[src/rtl/token_tx_pkg.sv]
package token_tx_pkg;
  typedef enum logic [1:0] {
    RSP_NONE  = 2'b00,
    RSP_ACK   = 2'b01,
    RSP_NAK   = 2'b10,
    RSP_NOISE = 2'b11
  } rsp_e;

  typedef enum logic [2:0] {
    ST_IDLE, ST_PEND, ST_WAIT_ENQ, ST_FETCH, ST_WAIT_PKT
  } state_e;

  typedef struct packed {
    logic loadCmd;
    logic sendEnq;
    logic sendFetch;
    logic sendPkt;
    logic passToken;
    logic finish;
    logic finishAck;
    logic nakSeen;
    logic nakClr;
  } strobes_t;
endpackage

[src/rtl/token_tx_ctrl.sv]
module token_tx_ctrl
  import token_tx_pkg::*;
(
  input  logic       clk,
  input  logic       rstN,
  input  logic       cmdEnable,
  input  logic       tokenHeld,
  input  logic       rspValid,
  input  logic [1:0] rspKind,
  input  logic       fetchDone,
  input  logic       isBcast,
  input  logic       disPend,
  output strobes_t   stb
);
  state_e state, stateNext;

  always_ff @(posedge clk) begin
    if (!rstN) state <= ST_IDLE;
    else       state <= stateNext;
  end

  always_comb begin
    stateNext = state;
    stb = '0;
    unique case (state)
      ST_IDLE: begin
        if (cmdEnable) begin
          stb.loadCmd = 1'b1;
          stateNext = ST_PEND;
        end
      end
      ST_PEND: begin
        if (tokenHeld) begin
          if (disPend) begin
            stb.finish = 1'b1;
            stb.passToken = 1'b1;
            stateNext = ST_IDLE;
          end else if (isBcast) begin
            stb.sendFetch = 1'b1;
            stateNext = ST_FETCH;
          end else begin
            stb.sendEnq = 1'b1;
            stateNext = ST_WAIT_ENQ;
          end
        end
      end
      ST_WAIT_ENQ: begin
        if (rspValid) begin
          unique case (rsp_e'(rspKind))
            RSP_ACK: begin
              stb.nakClr = 1'b1;
              stb.sendFetch = 1'b1;
              stateNext = ST_FETCH;
            end
            RSP_NAK: begin
              stb.nakSeen = 1'b1;
              stb.passToken = 1'b1;
              stateNext = ST_PEND;
            end
            RSP_NONE: begin
              stb.nakClr = 1'b1;
              stb.finish = 1'b1;
              stb.passToken = 1'b1;
              stateNext = ST_IDLE;
            end
            default: begin
              // noise: keep the token, wait for the network to recover
              stb.nakClr = 1'b1;
              stateNext = ST_PEND;
            end
          endcase
        end
      end
      ST_FETCH: begin
        if (fetchDone) begin
          stb.sendPkt = 1'b1;
          if (isBcast) begin
            stb.finish = 1'b1;
            stb.passToken = 1'b1;
            stateNext = ST_IDLE;
          end else begin
            stateNext = ST_WAIT_PKT;
          end
        end
      end
      ST_WAIT_PKT: begin
        if (rspValid) begin
          stb.finish = 1'b1;
          stb.finishAck = (rsp_e'(rspKind) == RSP_ACK);
          stb.passToken = 1'b1;
          stateNext = ST_IDLE;
        end
      end
      default: stateNext = ST_IDLE;
    endcase
  end
endmodule

[src/rtl/token_tx_datapath.sv]
module token_tx_datapath
  import token_tx_pkg::*;
#(
  parameter int PAGE_W    = 4,
  parameter int NAK_LIMIT = 128
) (
  input  logic              clk,
  input  logic              rstN,
  input  strobes_t          stb,
  input  logic [PAGE_W-1:0] cmdPage,
  input  logic              cmdBroadcast,
  input  logic              cmdDisable,
  input  logic              maskDone,
  input  logic              maskExcNak,
  output logic              isBcast,
  output logic              disPend,
  output logic [PAGE_W-1:0] pktPage,
  output logic              enqStart,
  output logic              fetchStart,
  output logic              pktStart,
  output logic              tokenPass,
  output logic              statTa,
  output logic              statTma,
  output logic              statExcNak,
  output logic              irq
);
  localparam int NAK_W = $clog2(NAK_LIMIT + 1);
  localparam logic [NAK_W-1:0] NAK_LAST = NAK_W'(NAK_LIMIT - 1);

  logic [NAK_W-1:0] nakCnt;

  always_ff @(posedge clk) begin
    if (!rstN) begin
      statTa     <= 1'b1;
      statTma    <= 1'b0;
      statExcNak <= 1'b0;
      nakCnt     <= '0;
      pktPage    <= '0;
      isBcast    <= 1'b0;
      disPend    <= 1'b0;
      enqStart   <= 1'b0;
      fetchStart <= 1'b0;
      pktStart   <= 1'b0;
      tokenPass  <= 1'b0;
    end else begin
      enqStart   <= stb.sendEnq;
      fetchStart <= stb.sendFetch;
      pktStart   <= stb.sendPkt;
      tokenPass  <= stb.passToken;

      if (stb.loadCmd) begin
        statTa     <= 1'b0;
        statTma    <= 1'b0;
        statExcNak <= 1'b0;
        nakCnt     <= '0;
        pktPage    <= cmdPage;
        isBcast    <= cmdBroadcast;
        disPend    <= 1'b0;
      end else begin
        if (cmdDisable && !statTa) disPend <= 1'b1;
        if (stb.finish) begin
          statTa  <= 1'b1;
          statTma <= stb.finishAck;
          disPend <= 1'b0;
        end
        if (stb.nakClr) begin
          nakCnt <= '0;
        end else if (stb.nakSeen) begin
          if (nakCnt != NAK_W'(NAK_LIMIT)) nakCnt <= nakCnt + 1'b1;
          if (nakCnt == NAK_LAST) statExcNak <= 1'b1;
        end
      end
    end
  end

  assign irq = (statTa & maskDone) | (statExcNak & maskExcNak);
endmodule

[src/rtl/token_tx_sequencer.sv]
module token_tx_sequencer
  import token_tx_pkg::*;
#(
  parameter int PAGE_W    = 4,
  parameter int NAK_LIMIT = 128
) (
  input  logic              clk,
  input  logic              rstN,
  input  logic              cmdEnable,
  input  logic [PAGE_W-1:0] cmdPage,
  input  logic              cmdBroadcast,
  input  logic              cmdDisable,
  input  logic              tokenHeld,
  input  logic              rspValid,
  input  logic [1:0]        rspKind,
  input  logic              fetchDone,
  input  logic              maskDone,
  input  logic              maskExcNak,
  output logic              enqStart,
  output logic              fetchStart,
  output logic [PAGE_W-1:0] pktPage,
  output logic              pktStart,
  output logic              tokenPass,
  output logic              statTa,
  output logic              statTma,
  output logic              statExcNak,
  output logic              irq
);
  strobes_t stb;
  logic isBcast, disPend;

  token_tx_ctrl u_ctrl (
    .clk(clk), .rstN(rstN), .cmdEnable(cmdEnable), .tokenHeld(tokenHeld),
    .rspValid(rspValid), .rspKind(rspKind), .fetchDone(fetchDone),
    .isBcast(isBcast), .disPend(disPend), .stb(stb)
  );

  token_tx_datapath #(.PAGE_W(PAGE_W), .NAK_LIMIT(NAK_LIMIT)) u_dp (
    .clk(clk), .rstN(rstN), .stb(stb), .cmdPage(cmdPage),
    .cmdBroadcast(cmdBroadcast), .cmdDisable(cmdDisable),
    .maskDone(maskDone), .maskExcNak(maskExcNak), .isBcast(isBcast),
    .disPend(disPend), .pktPage(pktPage), .enqStart(enqStart),
    .fetchStart(fetchStart), .pktStart(pktStart), .tokenPass(tokenPass),
    .statTa(statTa), .statTma(statTma), .statExcNak(statExcNak), .irq(irq)
  );
endmodule

[config.mk]
export PLATFORM = sky130hd
export DESIGN_NAME = token_tx_sequencer
export DESIGN_NICKNAME = d
export VERILOG_FILES = /design/src/rtl/token_tx_pkg.sv /design/src/rtl/token_tx_ctrl.sv /design/src/rtl/token_tx_datapath.sv /design/src/rtl/token_tx_sequencer.sv
export SDC_FILE = /design/constraint.sdc
export NUM_CORES = 1
export LEC_CHECK = 0
export BUFFER_PORTS_ARGS = -buffer_cell sky130_fd_sc_hd__buf_2
export CORE_ASPECT_RATIO = 0.8
export CORE_MARGIN = 3
export CORE_UTILIZATION = 34
export CTS_CLUSTER_DIAMETER = 40
export CTS_CLUSTER_SIZE = 24
export DETAILED_ROUTE_END_ITERATION = 8
export PLACE_DENSITY = 0.63
export SETUP_SLACK_MARGIN = 0.15
export SLEW_MARGIN = 0
export SYNTH_ARGS = -nofsm -noshare
export SYNTH_HDL_FRONTEND = slang
export SYNTH_HIERARCHICAL = 1
export SYNTH_SLANG_ARGS = --single-unit
[constraint.sdc]
create_clock -name clk -period 3.5 [get_ports clk]
set_clock_uncertainty 0.15 [all_clocks]
set_input_delay 0.525 -clock clk [delete_from_list [all_inputs] [get_ports clk]]
set_output_delay 0.525 -clock clk [all_outputs]
set_load 0.03 [all_outputs]
# Yosys cells after proc, flatten, opt, wreduce, memory -nomap -nowiden
# Index checks and enable logic that the tools add are counted.
[totals]
regBits = 24
inputBits = 16
output_inout_bits = 12
[classes]
add_sub_neg = 1
n_eq_ne = 13
n_mux = 35
n_bitwise = 7
n_reduce_logical = 14
[op_table]
columns = ["op", "count"]
rows = [
  ["2-to-1 mux 3 bit", 8],
  ["2-to-1 mux 1 bit", 16],
  ["case mux 3 bit (5 select lines)", 1],
  ["2-to-1 mux 2 bit", 7],
  ["!= test 2 bit (second input constant)", 5],
  ["adder 8 x 1 -> 8 bit (second input constant)", 1],
  ["== test 8 x 7 -> 1 bit (second input constant)", 1],
  ["!= test 8 bit (second input constant)", 1],
  ["case mux 2 bit (4 select lines)", 1],
  ["== test 3 x 2 -> 1 bit (second input constant)", 2],
  ["OR reduction 3 bit", 2],
  ["AND reduction 5 bit", 1],
  ["inverter 1 bit", 4],
  ["case mux 2 bit (2 select lines)", 1],
  ["AND reduction 2 bit", 2],
  ["OR reduction 2 bit", 2],
  ["OR reduction 4 bit", 1],
  ["== test 3 x 1 -> 1 bit (second input constant)", 1],
  ["== test 3 bit (second input constant)", 1],
  ["zero test 3 bit", 1],
  ["AND reduction 3 bit", 1],
  ["AND 1 bit", 2],
  ["== test 2 x 1 -> 1 bit (second input constant)", 1],
  ["== test 2 bit (second input constant)", 1],
  ["other kinds (6)", 6],
]

# Longest topological paths before layout
# Gate-level depths: netlist of the first run.
[logic_depth]
word_depth = 7
mapped_depth = 7

# Cells and area by module
# Netlist of the first run, hierarchy kept.
[by_module_without_submodules]
columns = ["mod", "n_inst", "cells_per_inst", "area_per_inst_um2", "seq_area_each_um2"]
rows = [
  ["token_tx_datapath", 1, 88, 878.3, 420.4],
  ["token_tx_ctrl", 1, 43, 350.3, 60.1],
]

# Worst setup path after synthesis of the first run
# No wires, ideal clock.
[synth_timing]
path_type = "input to register"
startpoint = "input port rspValid"
endpoint = "register u_dp.nakCnt[6]"
setup_time_ps = 86
arrival_time_ps = 1865
required_ps = 3264
slack_ps = 1398
path_stages = 5
cell_sequence = "nand4bb_1 > nor3b_1 > nand3_1 > or3_1 > a221oi_2"
[synth_rtl]
columns = ["element", "line_no", "text"]
rows = [
  ["start: declaration", "token_tx_sequencer.sv:14", "input logic rspValid,"],
  ["end signal: assignment", "token_tx_datapath.sv:69", "if (nakCnt != NAK_W'(NAK_LIMIT)) nakCnt <= nakCnt + 1'b1;"],
  ["end: declaration", "token_tx_datapath.sv:30", "logic [NAK_W-1:0] nakCnt;"],
]

==> impl_metrics.json, run 1 <==
{
  "gp_congestion": 0.8722,
  "status": "finished clean",
  "worstReg2RegEnd": "u_dp/nakCnt[6]",
  "first_pass_iters": 4,
  "seqPwrFrac_pct": 45.1,
  "period_minus_slack_ps": 2476,
  "critPathMaxFanout": 13,
  "critPathArrivalTime_ps": 2510,
  "drt_wl_total_um": 2656,
  "fin_nets": 177,
  "yosysMostFrequentCell": "dfxtp_1",
  "grt_pass1_wl_um": 4478,
  "slowest_delay_ps": 600,
  "grt_util_all_layers_pct": 13.14,
  "synth_top_family_by_area": "simple AND/OR/NAND/NOR gates",
  "die_area_um2": 4376,
  "synth_cells": 131,
  "p_int_mw": 0.5093,
  "synth_cell_types": 46,
  "ant_nets": 0,
  "slew_headroom_pct": 62.48,
  "cts_tree": "done",
  "synthArstFlopShare_pct": 0,
  "synth_mux_area_share_pct": 9.063,
  "path_clk_slew_ps": 90,
  "p_sw_mw": 0.1979,
  "cts_made_buffers": 3,
  "crit_chain": "nand4bb_1 -> nor3b_1 -> nand3_1 -> or3_1 -> a221oi_2",
  "coreArea_um2": 3266,
  "postCtsHoldBufs": 0,
  "setup_viol": 0,
  "synth.top_cells.by_count": "dfxtp_1 (24), mux2i_1 (10), nand2_1 (9)",
  "rows": 18,
  "p_leak_nw": 0.5842,
  "cts-root-buf": "clkbuf_8",
  "htree_num_levels": 1,
  "min_period_over_period_pct": 70.75,
  "clk_path_buf_depth": 2,
  "cap_viol_max_count": 0,
  "vias_per_cell": 5.172,
  "comb_power_share_pct": 20.6,
  "p_per_area_nw_per_um2": 481.9,
  "fin_util_pct": 44.94,
  "critPathKind": "register to register",
  "layout-drive-gt1-share_pct": 25.95,
  "fin_setup_tns_ps": 0,
  "critPathSlowestCell": "dfxtp_1",
  "drt-initial-drc-count": 84,
  "syn2layout_area_growth_pct": 19.45,
  "synth_fa_ha_area_share_pct": 2.037,
  "synth_flop_cell": "dfxtp_1",
  "hp-start": "u_dp/statExcNak",
  "cts.sink_count": 24,
  "die_height_um": 59.77,
  "port_buffers": 27,
  "synth_compound_area_share_pct": 13.14,
  "rsz0062_at_grt": "no",
  "hold_path.class": "register to register",
  "grt-ovfl-total": 0,
  "ir_worst_vdd_v": 0.0002680,
  "rr_startpoint": "u_ctrl/state[1]",
  "yosys.area.top_type": "dfxtp_1",
  "num_vias": 1024,
  "ff2ff_path_depth": 5,
  "stdcell_count": 198,
  "hpwl_um": 1978,
  "grt_max_degree": 17,
  "io_pins": 28,
  "min_to": "u_dp/statExcNak",
  "post_cts_resize_count": 0,
  "grt_pass1_vias": 922,
  "synth_top_cell_area_share_pct": 39.10,
  "yosys_register_bits": 24,
  "yosys_warnings": 6,
  "synth_nets": 149,
  "fp.dieW_um": 73.21,
  "fmax_ghz": 0.4038,
  "slew_violations": 0,
  "hold_depth": 2,
  "num_antenna_cells": 0,
  "post_drt_wl_per_cell_um": 13.41,
  "clock_latency_ps": 270,
  "antenna_found_initial": 0,
  "synthSimpleGateAreaFrac_pct": 30.86,
  "start_util_pct": 37.62,
  "endpoint_kind": "register",
  "pwr-share-clk_pct": 34.3,
  "place_inst": 194,
  "ys_top_cells_by_area": "dfxtp_1 (39%), mux2i_1 (8.1%), nor2b_1 (3.6%)",
  "syn_area_per_cell_um2": 9.379,
  "cts_setup_buffers": 0,
  "r2r_setup_slack_ps": 1020,
  "drc_errors": 0,
  "cp-start-kind": "register",
  "yosysSeqAreaShare_pct": 39.10,
  "syn_area_um2": 1229,
  "final_hold_viol_count": 0,
  "tightest_slew_ps": 561.5,
  "cp.required_ps": 3530,
  "synthXorXnorAreaFrac_pct": 1.426,
  "synth_edf_count": 0,
  "swShare_pct": 27.98
}
==> layer usage <==
layer / global-route usage [%] / vias to the layer above / part of all wire, %
li1: - / 528 / -
met1: 18.31 / 454 / 49
met2: 18.98 / 40 / 42
met3: 4.538 / 2 / 8.3
met4: 3.947 / 0 / 0.64
met5: 0 / - / 0
==> worst max-delay path by stage <==
stage | slack [ps] | cells after the start | to | from
3_3_place_gp | 1100 | 6 | u_dp/nakCnt[6] | rspValid
3_5_place_dp | 1030 | 6 | u_dp/nakCnt[6] | rspValid
4_1_cts | 1050 | 5 | u_dp/nakCnt[6] | u_ctrl/state[1]
5_1_grt | 770 | 5 | u_dp/nakCnt[6] | u_ctrl/state[1]
6_report | 1020 | 5 | u_dp/nakCnt[6] | u_ctrl/state[1]
2_1_floorplan | 1400 | 5 | u_dp/nakCnt[6] | rspValid
==> layout by cell type, fill, tap and decap left out, types with 2 or more instances in the layout <==
master and instances:
o21ai_1 2, ha_1 2, mux2i_1 10, nand3_1 4
buf_2 27, nand4b_1 2, or3_1 2, a21boi_0 2
clkbuf_8 3, and2_1 4, inv_1 6, nand2_1 9
o21ai_0 4, nor3b_1 4, a21oi_1 7, nor2b_1 7
nand4_2 2, nor3_1 2, dfxtp_1 24, nor4b_2 2
nor2_1 7, xor2_1 2
==> power by group through the flow <==
stage	clock [mW]	sequential, mW	combinational, mW
2_1_floorplan	0	0.328	0.105
3_3_place_gp	0	0.323	0.143
3_5_place_dp	0	0.325	0.146
4_1_cts	0.249	0.319	0.146
5_1_grt	0.260	0.324	0.160
6_report	0.242	0.319	0.146
==> worst max-delay path, delay by kind of cell, from the launching register on <==
kind / cells / cell delay [ps]
AND/OR/NAND/NOR: 4 / 1350
flip-flops: 1 / 600
AO/OA/AOI/OAI: 1 / 280
==> stage by stage <==
stage | power, mW | hold slack [ps] | cell area (um2) | worst slack [ps]
after global placement | 0.4654 | 298.9 | 1396 | 1099
final | 0.7072 | 308.6 | 1468 | 1024
after global routing | 0.7439 | 355.6 | 1468 | 769.0
after floorplan | 0.4326 | 311.5 | 1229 | 1398
after detailed placement | 0.4708 | 301.3 | 1396 | 1029
after CTS | 0.7143 | 313.1 | 1468 | 1045
==> kinds of logic (layout without fill, tap and decap cells) <==
group / after synthesis / count (layout)
compound gates: 24 / 24
mux: 11 / 11
flops: 24 / 24
buf+inv: 11 / 38
fa+ha+maj: 2 / 2
xor+xnor: 2 / 2
simple gates: 57 / 57
==> sequential cells by signal, summed over array words and instances, names as in the netlist <==
name	count
u_dp/statTma	1
u_dp/isBcast	1
u_dp/statExcNak	1
u_dp/fetchStart	1
u_dp/pktPage	4
u_dp/tokenPass	1
u_dp/pktStart	1
u_dp/nakCnt	8
u_dp/enqStart	1
u_dp/statTa	1
u_ctrl/state	3
u_dp/disPend	1
==> cell type report <==
class / count / area, um2
timing repair buffer: 28 / 142.6
clock buffer: 3 / 41.29
inverter: 6 / 22.52
sequential: 24 / 480.5
fill: 322 / 1798
multi-input combinational: 96 / 700.7
clock inverter: 1 / 30.03
tap: 40 / 50.05
No activity file was read; power rests on OpenSTA's default activity.
==> run 2: changes to the inputs <==
PLACE_DENSITY = 0.65   (was 0.63)
clock period = 2.1 ns   (was 3.5 ns; I/O delays follow)
==> run 2 against run 1 <==
  * Critical path depth is the same
  * Die area did not move
  * Flip-flop and latch count is the same
  * Non-clock buffer count increased by 5
  * Sequential power grew 60%
  * Sequential share of layout area fell by 1.8 points
  * Via count increased by 4.0%
  * Register-to-register slack worse by 830 ps
  * Global-route usage rose by 0.75 points
  * Critical endpoint unchanged
  * Highest routed layer unchanged
  * Largest cell class unchanged
  * Largest power group unchanged
  * Fmax is 30% higher
==> impl_metrics.json, run 2 (synthesis gave the netlist of run 1 again) <==
{
  "drt_wl_total_um": 2813,
  "fin_util_pct": 47.66,
  "first_pass_iters": 4,
  "endpoint_kind": "register",
  "cts_made_buffers": 3,
  "use_met3_pct": 3.866,
  "period_minus_slack_ps": 1909,
  "setup_viol": 0,
  "critPathArrivalTime_ps": 1940,
  "grt_pass1_vias": 952,
  "cp-start-kind": "register",
  "fmax_ghz": 0.5238,
  "die_height_um": 59.77,
  "top_regs": "u_dp/nakCnt: 8 flops, u_dp/pktPage: 4 flops, u_ctrl/state: 3 flops",
  "postCtsHoldBufs": 0,
  "final_common_cell": "buf_2",
  "met2_usage_pct": 20.13,
  "final_cell_mix": "buf_2 (27), dfxtp_1 (23), mux2i_1 (10)",
  "critPathSlowestCell": "nor3b_4",
  "clk_path_buf_depth": 2,
  "rr_startpoint": "u_ctrl/state[0]",
  "critPathMaxFanout": 5,
  "slew_violations": 0,
  "hold_path.class": "input port to register",
  "cp.required_ps": 2130,
  "num_vias": 1065,
  "worstReg2RegEnd": "u_dp/nakCnt[6]",
  "rows": 18,
  "critPathKind": "register to register",
  "grt_pass1_wl_um": 4609,
  "port_buffers": 27,
  "num_antenna_cells": 0,
  "slew_headroom_pct": 67.57,
  "drt-initial-drc-count": 66,
  "io_pins": 28,
  "p_leak_nw": 0.6253,
  "status": "finished clean",
  "grt-ovfl-total": 0,
  "grt_util_all_layers_pct": 13.89,
  "rsz0062_at_grt": "yes",
  "cts.sink_count": 24,
  "drc_errors": 0,
  "top_usage_layer": "met2",
  "post_drt_wl_per_cell_um": 13.86,
  "htree_num_levels": 1,
  "min_period_over_period_pct": 90.90,
  "cap_viol_max_count": 0,
  "hold_ws_ps": 144.0,
  "clock_latency_ps": 270,
  "fin_setup_tns_ps": 0,
  "comb_power_share_pct": 24.6,
  "path_clk_slew_ps": 90,
  "p_int_mw": 0.8711,
  "gp_congestion": 0.9163,
  "p_sw_mw": 0.3450,
  "grt_max_degree": 17,
  "slowest_delay_ps": 350,
  "pwr-share-clk_pct": 33.5,
  "fin_nets": 182,
  "coreArea_um2": 3266,
  "crit_start": "u_ctrl/state[0]",
  "seqPwrFrac_pct": 41.8,
  "swShare_pct": 28.37,
  "largest-register": "u_dp/nakCnt",
  "fp.dieW_um": 73.21,
  "ir_worst_vdd_v": 0.0004396,
  "r2r_setup_slack_ps": 190,
  "p_per_area_nw_per_um2": 781.3,
  "cts_tree": "done",
  "ff2ff_path_depth": 5,
  "start_util_pct": 37.62,
  "cp-endpoint": "u_dp/nakCnt[6]",
  "vias_per_cell": 5.246,
  "cts-root-buf": "clkbuf_8",
  "syn2layout_area_growth_pct": 26.68,
  "crit_chain": "nand4bb_4 -> nor3b_4 -> nand3_2 -> or3_4 -> a221oi_2",
  "gr-usage-met1_pct": 18.72,
  "hpwl_um": 2162,
  "tightest_slew_ps": 485.2,
  "largest_reg_flops": 8,
  "final_hold_viol_count": 0,
  "die_area_um2": 4376,
  "antenna_found_initial": 0,
  "ant_nets": 0,
  "layout-drive-gt1-share_pct": 31.90
}
run 2: changes by cell type in the layout (fill, tap and decap cells not counted), sizes merged:
| cell | delta |
|---|---|
| buf | +5 |
run 2: layer usage:
metal	share of wire, %	vias up
met5	0	-
met4	1.8	0
met3	8.0	5
met2	43	29
met1	47	493
li1	-	538
run 2: cell type report:
| cell class | instances | area (um2) |
|---|---|---|
| inverter | 6 | 22.52 |
| multi-input combinational | 96 | 750.7 |
| tap | 40 | 50.05 |
| sequential | 24 | 481.7 |
| clock buffer | 3 | 41.29 |
| timing repair buffer | 33 | 180.2 |
| fill | 302 | 1709 |
| clock inverter | 1 | 30.03 |
run 2: repair_timing:
action | CTS | global route
setup buffers | 0 | 0
resized for setup | 0 | 8
endpoints found under the setup margin | 2 | 5
pin swaps | 1 | 5
run 2: how the worst min path moves through the flow:
stage	start	endpoint	slack [ps]	cells after the start
6_report	cmdPage[1]	u_dp/pktPage[1]	140	3
3_3_place_gp	u_dp/statExcNak	u_dp/statExcNak	300	2
4_1_cts	cmdPage[2]	u_dp/pktPage[2]	140	3
3_5_place_dp	u_dp/statExcNak	u_dp/statExcNak	310	2
5_1_grt	cmdPage[1]	u_dp/pktPage[1]	170	3
2_1_floorplan	rstN	u_ctrl/state[2]	290	1
run 2: power by group through the flow:
stage	Combinational [mW]	Clock [mW]	Sequential [mW]
after detailed placement	0.289	0	0.516
after floorplan	0.175	0	0.546
final	0.300	0.408	0.509
after global routing	0.323	0.436	0.513
after global placement	0.284	0	0.513
after CTS	0.291	0.416	0.505
run 2: stage by stage:
stage	instance area, um2	instances	total power [mW]	worst slack, ps
floorplan	1234	131	0.7215	209.1
global placement	1439	199	0.7971	183.7
detailed placement	1439	199	0.8051	105.8
CTS	1510	203	1.212	155.8
global route	1556	203	1.273	88.96
finish	1556	203	1.216	191.0
run 2: critical path: cells and delay by family (launching register included):
kind,cells,cell delay [ps]
AND/OR/NAND/NOR,4,1100
flip-flops,1,330
AO/OA/AOI/OAI,1,260
